==> config.mk <==
export PLATFORM = sky130hd
export DESIGN_NAME = ctc_timer16
export DESIGN_NICKNAME = d
export VERILOG_FILES = /design/src/rtl/ctc_timer16_pkg.sv /design/src/rtl/ctc_timer16_ctrl.sv /design/src/rtl/ctc_timer16_dpath.sv /design/src/rtl/ctc_timer16.sv
export SDC_FILE = /design/constraint.sdc
export NUM_CORES = 1
export LEC_CHECK = 0
export BUFFER_PORTS_ARGS = -buffer_cell sky130_fd_sc_hd__buf_2
export CAP_MARGIN = 20
export CORE_MARGIN = 1
export CORE_UTILIZATION = 30
export DETAILED_ROUTE_END_ITERATION = 8
export GPL_ROUTABILITY_DRIVEN = 0
export GPL_TIMING_DRIVEN = 0
export SETUP_SLACK_MARGIN = 0.05
export SLEW_MARGIN = 20
export SYNTH_ARGS = -nofsm -noshare
export SYNTH_HDL_FRONTEND = slang
export SYNTH_SLANG_ARGS = --single-unit
==> constraint.sdc <==
create_clock -name clk -period 5.1 [get_ports clk]
set_input_delay 1.275 -clock clk [delete_from_list [all_inputs] [get_ports clk]]
set_output_delay 1.275 -clock clk [all_outputs]
set_load 0.02 [all_outputs]
==> src/rtl/ctc_timer16_pkg.sv <==
package ctc_timer16_pkg;
  localparam int NCH = 3;            // compare channels A, B, C
  localparam int FLG_OVF = 0;
  localparam int FLG_CMP0 = 1;       // A=1, B=2, C=3
  localparam int FLG_CAP = 5;
  localparam logic [7:0] FLG_IMPL = 8'h2F;
  localparam logic [3:0] MODE_FREE = 4'd0;
  localparam logic [3:0] MODE_TOP_CMPA = 4'd4;
  localparam logic [3:0] MODE_TOP_ICR = 4'd12;

  typedef struct packed {
    logic load;
    logic advance;
    logic clear;
    logic setOvf;
    logic [NCH-1:0] setCmp;
    logic setCap;
  } strobe_t;
endpackage

==> src/rtl/ctc_timer16_ctrl.sv <==
module ctc_timer16_ctrl
  import ctc_timer16_pkg::*;
#(
  parameter int WIDTH = 16
) (
  input  logic             clk,
  input  logic             rst_n,
  input  logic             pwrHold,
  input  logic             tick,
  input  logic             loadEn,
  input  logic [7:0]       ctlA,
  input  logic [7:0]       ctlB,
  input  logic [WIDTH-1:0] cmpA,
  input  logic [WIDTH-1:0] cmpB,
  input  logic [WIDTH-1:0] cmpC,
  input  logic [WIDTH-1:0] topIcr,
  input  logic [WIDTH-1:0] count,
  output strobe_t          st
);
  localparam logic [WIDTH-1:0] MAXV = '1;

  logic [3:0] mode;
  logic blockNext;
  logic live;
  logic atMax;
  logic topHitA;
  logic topHitI;
  logic [WIDTH-1:0] cmpVec [NCH];
  logic [NCH-1:0] eqCmp;

  assign mode = {ctlB[4:3], ctlA[1:0]};
  assign cmpVec[0] = cmpA;
  assign cmpVec[1] = cmpB;
  assign cmpVec[2] = cmpC;

  for (genvar g = 0; g < NCH; g++) begin : gMatch
    assign eqCmp[g] = (count == cmpVec[g]);
  end

  assign live = !blockNext;
  assign atMax = (count == MAXV);
  assign topHitA = (mode == MODE_TOP_CMPA) && live && eqCmp[0];
  assign topHitI = (mode == MODE_TOP_ICR) && live && (count == topIcr);

  always_comb begin
    st = '0;
    if (!pwrHold) begin
      if (loadEn) begin
        st.load = 1'b1;
      end else if (tick) begin
        st.advance = 1'b1;
        st.setCmp = live ? eqCmp : '0;
        st.setCap = topHitI;
        st.setOvf = atMax;
        st.clear = atMax || topHitA || topHitI;
      end
    end
  end

  // One-tick match suppression after a software load
  always_ff @(posedge clk or negedge rst_n) begin
    if (!rst_n) blockNext <= 1'b0;
    else if (pwrHold) blockNext <= 1'b0;
    else if (loadEn) blockNext <= 1'b1;
    else if (tick) blockNext <= 1'b0;
  end
endmodule

==> src/rtl/ctc_timer16_dpath.sv <==
module ctc_timer16_dpath
  import ctc_timer16_pkg::*;
#(
  parameter int WIDTH = 16
) (
  input  logic             clk,
  input  logic             rst_n,
  input  logic             pwrHold,
  input  strobe_t          st,
  input  logic [WIDTH-1:0] loadVal,
  input  logic [7:0]       intMask,
  input  logic             flagClrEn,
  input  logic [7:0]       flagClrVal,
  output logic [WIDTH-1:0] count,
  output logic [7:0]       flags,
  output logic [7:0]       irqVec
);
  logic [7:0] setVec;
  logic [7:0] kept;

  always_comb begin
    setVec = '0;
    setVec[FLG_OVF] = st.setOvf;
    setVec[FLG_CAP] = st.setCap;
    for (int i = 0; i < NCH; i++) setVec[FLG_CMP0 + i] = st.setCmp[i];
  end

  assign kept = flagClrEn ? (flags & ~flagClrVal) : flags;

  always_ff @(posedge clk or negedge rst_n) begin
    if (!rst_n) begin
      count <= '0;
      flags <= '0;
    end else if (pwrHold) begin
      count <= '0;
      flags <= '0;
    end else begin
      if (st.load) count <= loadVal;
      else if (st.advance) count <= st.clear ? '0 : count + 1'b1;
      flags <= (kept | setVec) & FLG_IMPL;
    end
  end

  assign irqVec = pwrHold ? 8'h00 : (flags & intMask);
endmodule

==> src/rtl/ctc_timer16.sv <==
module ctc_timer16
  import ctc_timer16_pkg::*;
#(
  parameter int WIDTH = 16
) (
  input  logic             clk,
  input  logic             rst_n,
  input  logic             pwrHold,
  input  logic             tick,
  input  logic [7:0]       ctlA,
  input  logic [7:0]       ctlB,
  input  logic [WIDTH-1:0] cmpA,
  input  logic [WIDTH-1:0] cmpB,
  input  logic [WIDTH-1:0] cmpC,
  input  logic [WIDTH-1:0] topIcr,
  input  logic             loadEn,
  input  logic [WIDTH-1:0] loadVal,
  input  logic [7:0]       intMask,
  input  logic             flagClrEn,
  input  logic [7:0]       flagClrVal,
  output logic [WIDTH-1:0] count,
  output logic [7:0]       flags,
  output logic             irqOvf,
  output logic             irqCmpA,
  output logic             irqCmpB,
  output logic             irqCmpC,
  output logic             irqCapt
);
  strobe_t st;
  logic [7:0] irqVec;

  ctc_timer16_ctrl #(.WIDTH(WIDTH)) u_ctrl (
    .clk(clk), .rst_n(rst_n), .pwrHold(pwrHold), .tick(tick), .loadEn(loadEn),
    .ctlA(ctlA), .ctlB(ctlB), .cmpA(cmpA), .cmpB(cmpB), .cmpC(cmpC),
    .topIcr(topIcr), .count(count), .st(st)
  );

  ctc_timer16_dpath #(.WIDTH(WIDTH)) u_dpath (
    .clk(clk), .rst_n(rst_n), .pwrHold(pwrHold), .st(st), .loadVal(loadVal),
    .intMask(intMask), .flagClrEn(flagClrEn), .flagClrVal(flagClrVal),
    .count(count), .flags(flags), .irqVec(irqVec)
  );

  assign irqOvf  = irqVec[FLG_OVF];
  assign irqCmpA = irqVec[FLG_CMP0];
  assign irqCmpB = irqVec[FLG_CMP0 + 1];
  assign irqCmpC = irqVec[FLG_CMP0 + 2];
  assign irqCapt = irqVec[FLG_CAP];
endmodule

==> impl_metrics.json <==
{
  "synth_cell_types": 52,
  "hpwlAfterDp_mm": 6.99,
  "grt_pass1_wl_mm": 13.6,
  "hold_violations": 0,
  "nets": 539,
  "post-route-period-util": 0.678,
  "tightestPinTransition_ns": 0.518,
  "irDropWorstVdd_uv": 76.8,
  "die_area_mm2": 0.00857,
  "multi_input_area_mm2": 0.00169,
  "initial_core_util": 0.313,
  "rsz0062_at_grt": "false",
  "num_vias": 2644,
  "core_mm2": 0.00785,
  "cp-start-kind": "input port",
  "status": "complete, no violations",
  "drc": 0,
  "synth_top_area_cell": "dfrtp_1",
  "drt_pass1_iterations": 4,
  "cp-end-kind": "primary output",
  "postCtsResizedCells": 0,
  "synth_top_cell_area_share": 0.224,
  "viasPerCell": 5.08,
  "first_iter_violations": 130,
  "final_common_cell": "buf_2",
  "clk_pin_slew_ns": 0.08,
  "synth-seq-cells": 22,
  "critPathKind": "input port to primary output",
  "hp-class": "flip-flop to flip-flop",
  "instances_no_fill": 520,
  "grt_usage": 0.206,
  "area_growth_pct": 32.6,
  "cts_sinks": 22,
  "ys_seq_area_frac": 0.224,
  "antenna_left": 0,
  "syn_area_mm2": 0.00246,
  "port_buffers": 125,
  "drv_cap": 0,
  "dp_cells": 517,
  "grt_pass1_vias": 2685,
  "place_ws_ns": 1.63,
  "setup_slack_ns": 1.64,
  "p_per_area_mw_per_mm2": 168,
  "setup_viol": 0,
  "arrival_ns": 2.18,
  "power_leakage_nw": 1.52,
  "die_h_um": 92.6,
  "boundaryPins": 147,
  "ys_async_sr_fraction": 1.00,
  "drive_gt1_frac": 0.407,
  "grt_max_degree": 23,
  "regArea_um2": 551,
  "critPathRequiredTime_ns": 3.83,
  "wire_per_inst_um": 16.7,
  "final_cell_mix": "134 x buf_2, 55 x xnor2_1, 25 x nand2_1",
  "relSlewSlack": 0.651,
  "synth_warnings": 0,
  "gr-total-overflow": 0,
  "hold_buffers": 0,
  "maxSlewViolCount": 0,
  "antenna_cells": 0,
  "cts_setup_buffers": 0,
  "antenna_found_initial": 0,
  "max_freq_ghz": 0.289,
  "syn_inst": 288,
  "root_buffer": "clkbuf_8",
  "clk_latency_ns": 0.27,
  "skew_ns": 0.00471,
  "synth_edf_count": 0,
  "yosys-top-cells-area": "dfrtp_1 22%, xnor2_1 20%, nand4_1 5.1%",
  "die-width_um": 92.6,
  "rows": 32,
  "htreeDepth": 1,
  "cts_buffers": 3,
  "crit_path_max_fanout": 10,
  "cts_tree": "done",
  "max-clock-path-buffers": 2,
  "wirelength_mm": 8.66,
  "synth_ff_type": "dfrtp_1",
  "fillers": 833,
  "avgSynthCellArea_um2": 8.54,
  "setup_tns_ns": 0,
  "fin_crit_ns": 3.46
}
path summary, 6_finish.rpt:
kind	slack, ns	to	cells past startpoint	from
setup / recovery	1.64	irqOvf	5	pwrHold
hold / removal	0.52	u_dpath.flags[5]$_DFF_PN0_	2	u_dpath.flags[5]$_DFF_PN0_
setup reg to reg	2.95	u_dpath.count[10]$_DFFE_PN0P_	7	u_dpath.count[0]$_DFFE_PN0P_
hold reg to reg	0.52	u_dpath.flags[5]$_DFF_PN0_	2	u_dpath.flags[5]$_DFF_PN0_
max in group asynchronous	3.77	u_dpath.count[14]$_DFFE_PN0P_	1	rst_n
min in group asynchronous	0.97	u_dpath.count[11]$_DFFE_PN0P_	1	rst_n
power breakdown:
group          switching [mW]  internal (mW)
Clock                  0.0596         0.0529
Sequential            0.00819          0.184
Combinational           0.133          0.110
Total                   0.201          0.347
critical path, cell delays in order:
cell    delay [ns]
buf_2         0.13
buf_2         0.18
inv_1         0.24
and3_1        0.20
buf_2         0.16
final cells by class:
| class | instances | share of cell area |
|---|---|---|
| buffer | 26 | 0.0621 |
| clock buffer | 3 | 0.0127 |
| inverter | 7 | 0.00806 |
| multi-input combinational | 235 | 0.517 |
| sequential | 22 | 0.169 |
| tap | 102 | 0.0391 |
| timing repair buffer | 125 | 0.192 |
cell families after synthesis:
group | after synthesis | synth area share
xor+xnor | 64 | 0.228
fa+ha+maj | 1 | 0.00509
flops | 22 | 0.224
other cells | 1 | 0.00152
compound gates | 40 | 0.126
mux | 3 | 0.0127
buf+inv | 33 | 0.0931
simple gates | 124 | 0.310
routing by layer:
layer	share of wire	up-vias	wire [um]	track usage
li1	-	1291	-	-
met1	0.43	1229	3710	0.257
met2	0.49	111	4200	0.360
met3	0.071	13	616	0.0411
met4	0.015	0	132	0.0547
met5	0	-	0	0
sequential cells by signal, indices dropped and copies added (netlist names):
register and flops:
u_dpath.count 16, u_ctrl.blockNext 1, u_dpath.flags 5
cells in the mapped netlist (2+ instances only):
master     n
xor2_1     9
buf_6     10
buf_4      5
nand3_2    2
dfrtp_1   22
nor2b_1    2
nand4_1   20
a22oi_1    8
xnor2_1   55
a21oi_1    8
nand2_1   25
mux2i_1    2
nor4_4     2
buf_2      9
o22ai_1    3
nor3b_1    3
o211ai_1   2
a31oi_4    2
and3_1     8
nor3_2     2
nand4b_1   2
o21ai_0    6
nor2_1    12
nor3_1     9
a31o_2     2
nor4_1     5
nand3_1   19
or3_1      3
clkbuf_1   2
inv_1      7
stage by stage:
stage	hold slack (ns)	instance area (um2)	power (mW)	util
3_3_place_gp	0.508	3220	0.436	0.410
5_1_grt	0.560	3260	0.583	0.416
2_1_floorplan	0.547	2470	0.346	-
4_1_cts	0.528	3260	0.552	0.416
3_5_place_dp	0.509	3220	0.439	0.410
6_report	0.524	3260	0.548	0.416
No activity file was read; power rests on OpenSTA's default activity.
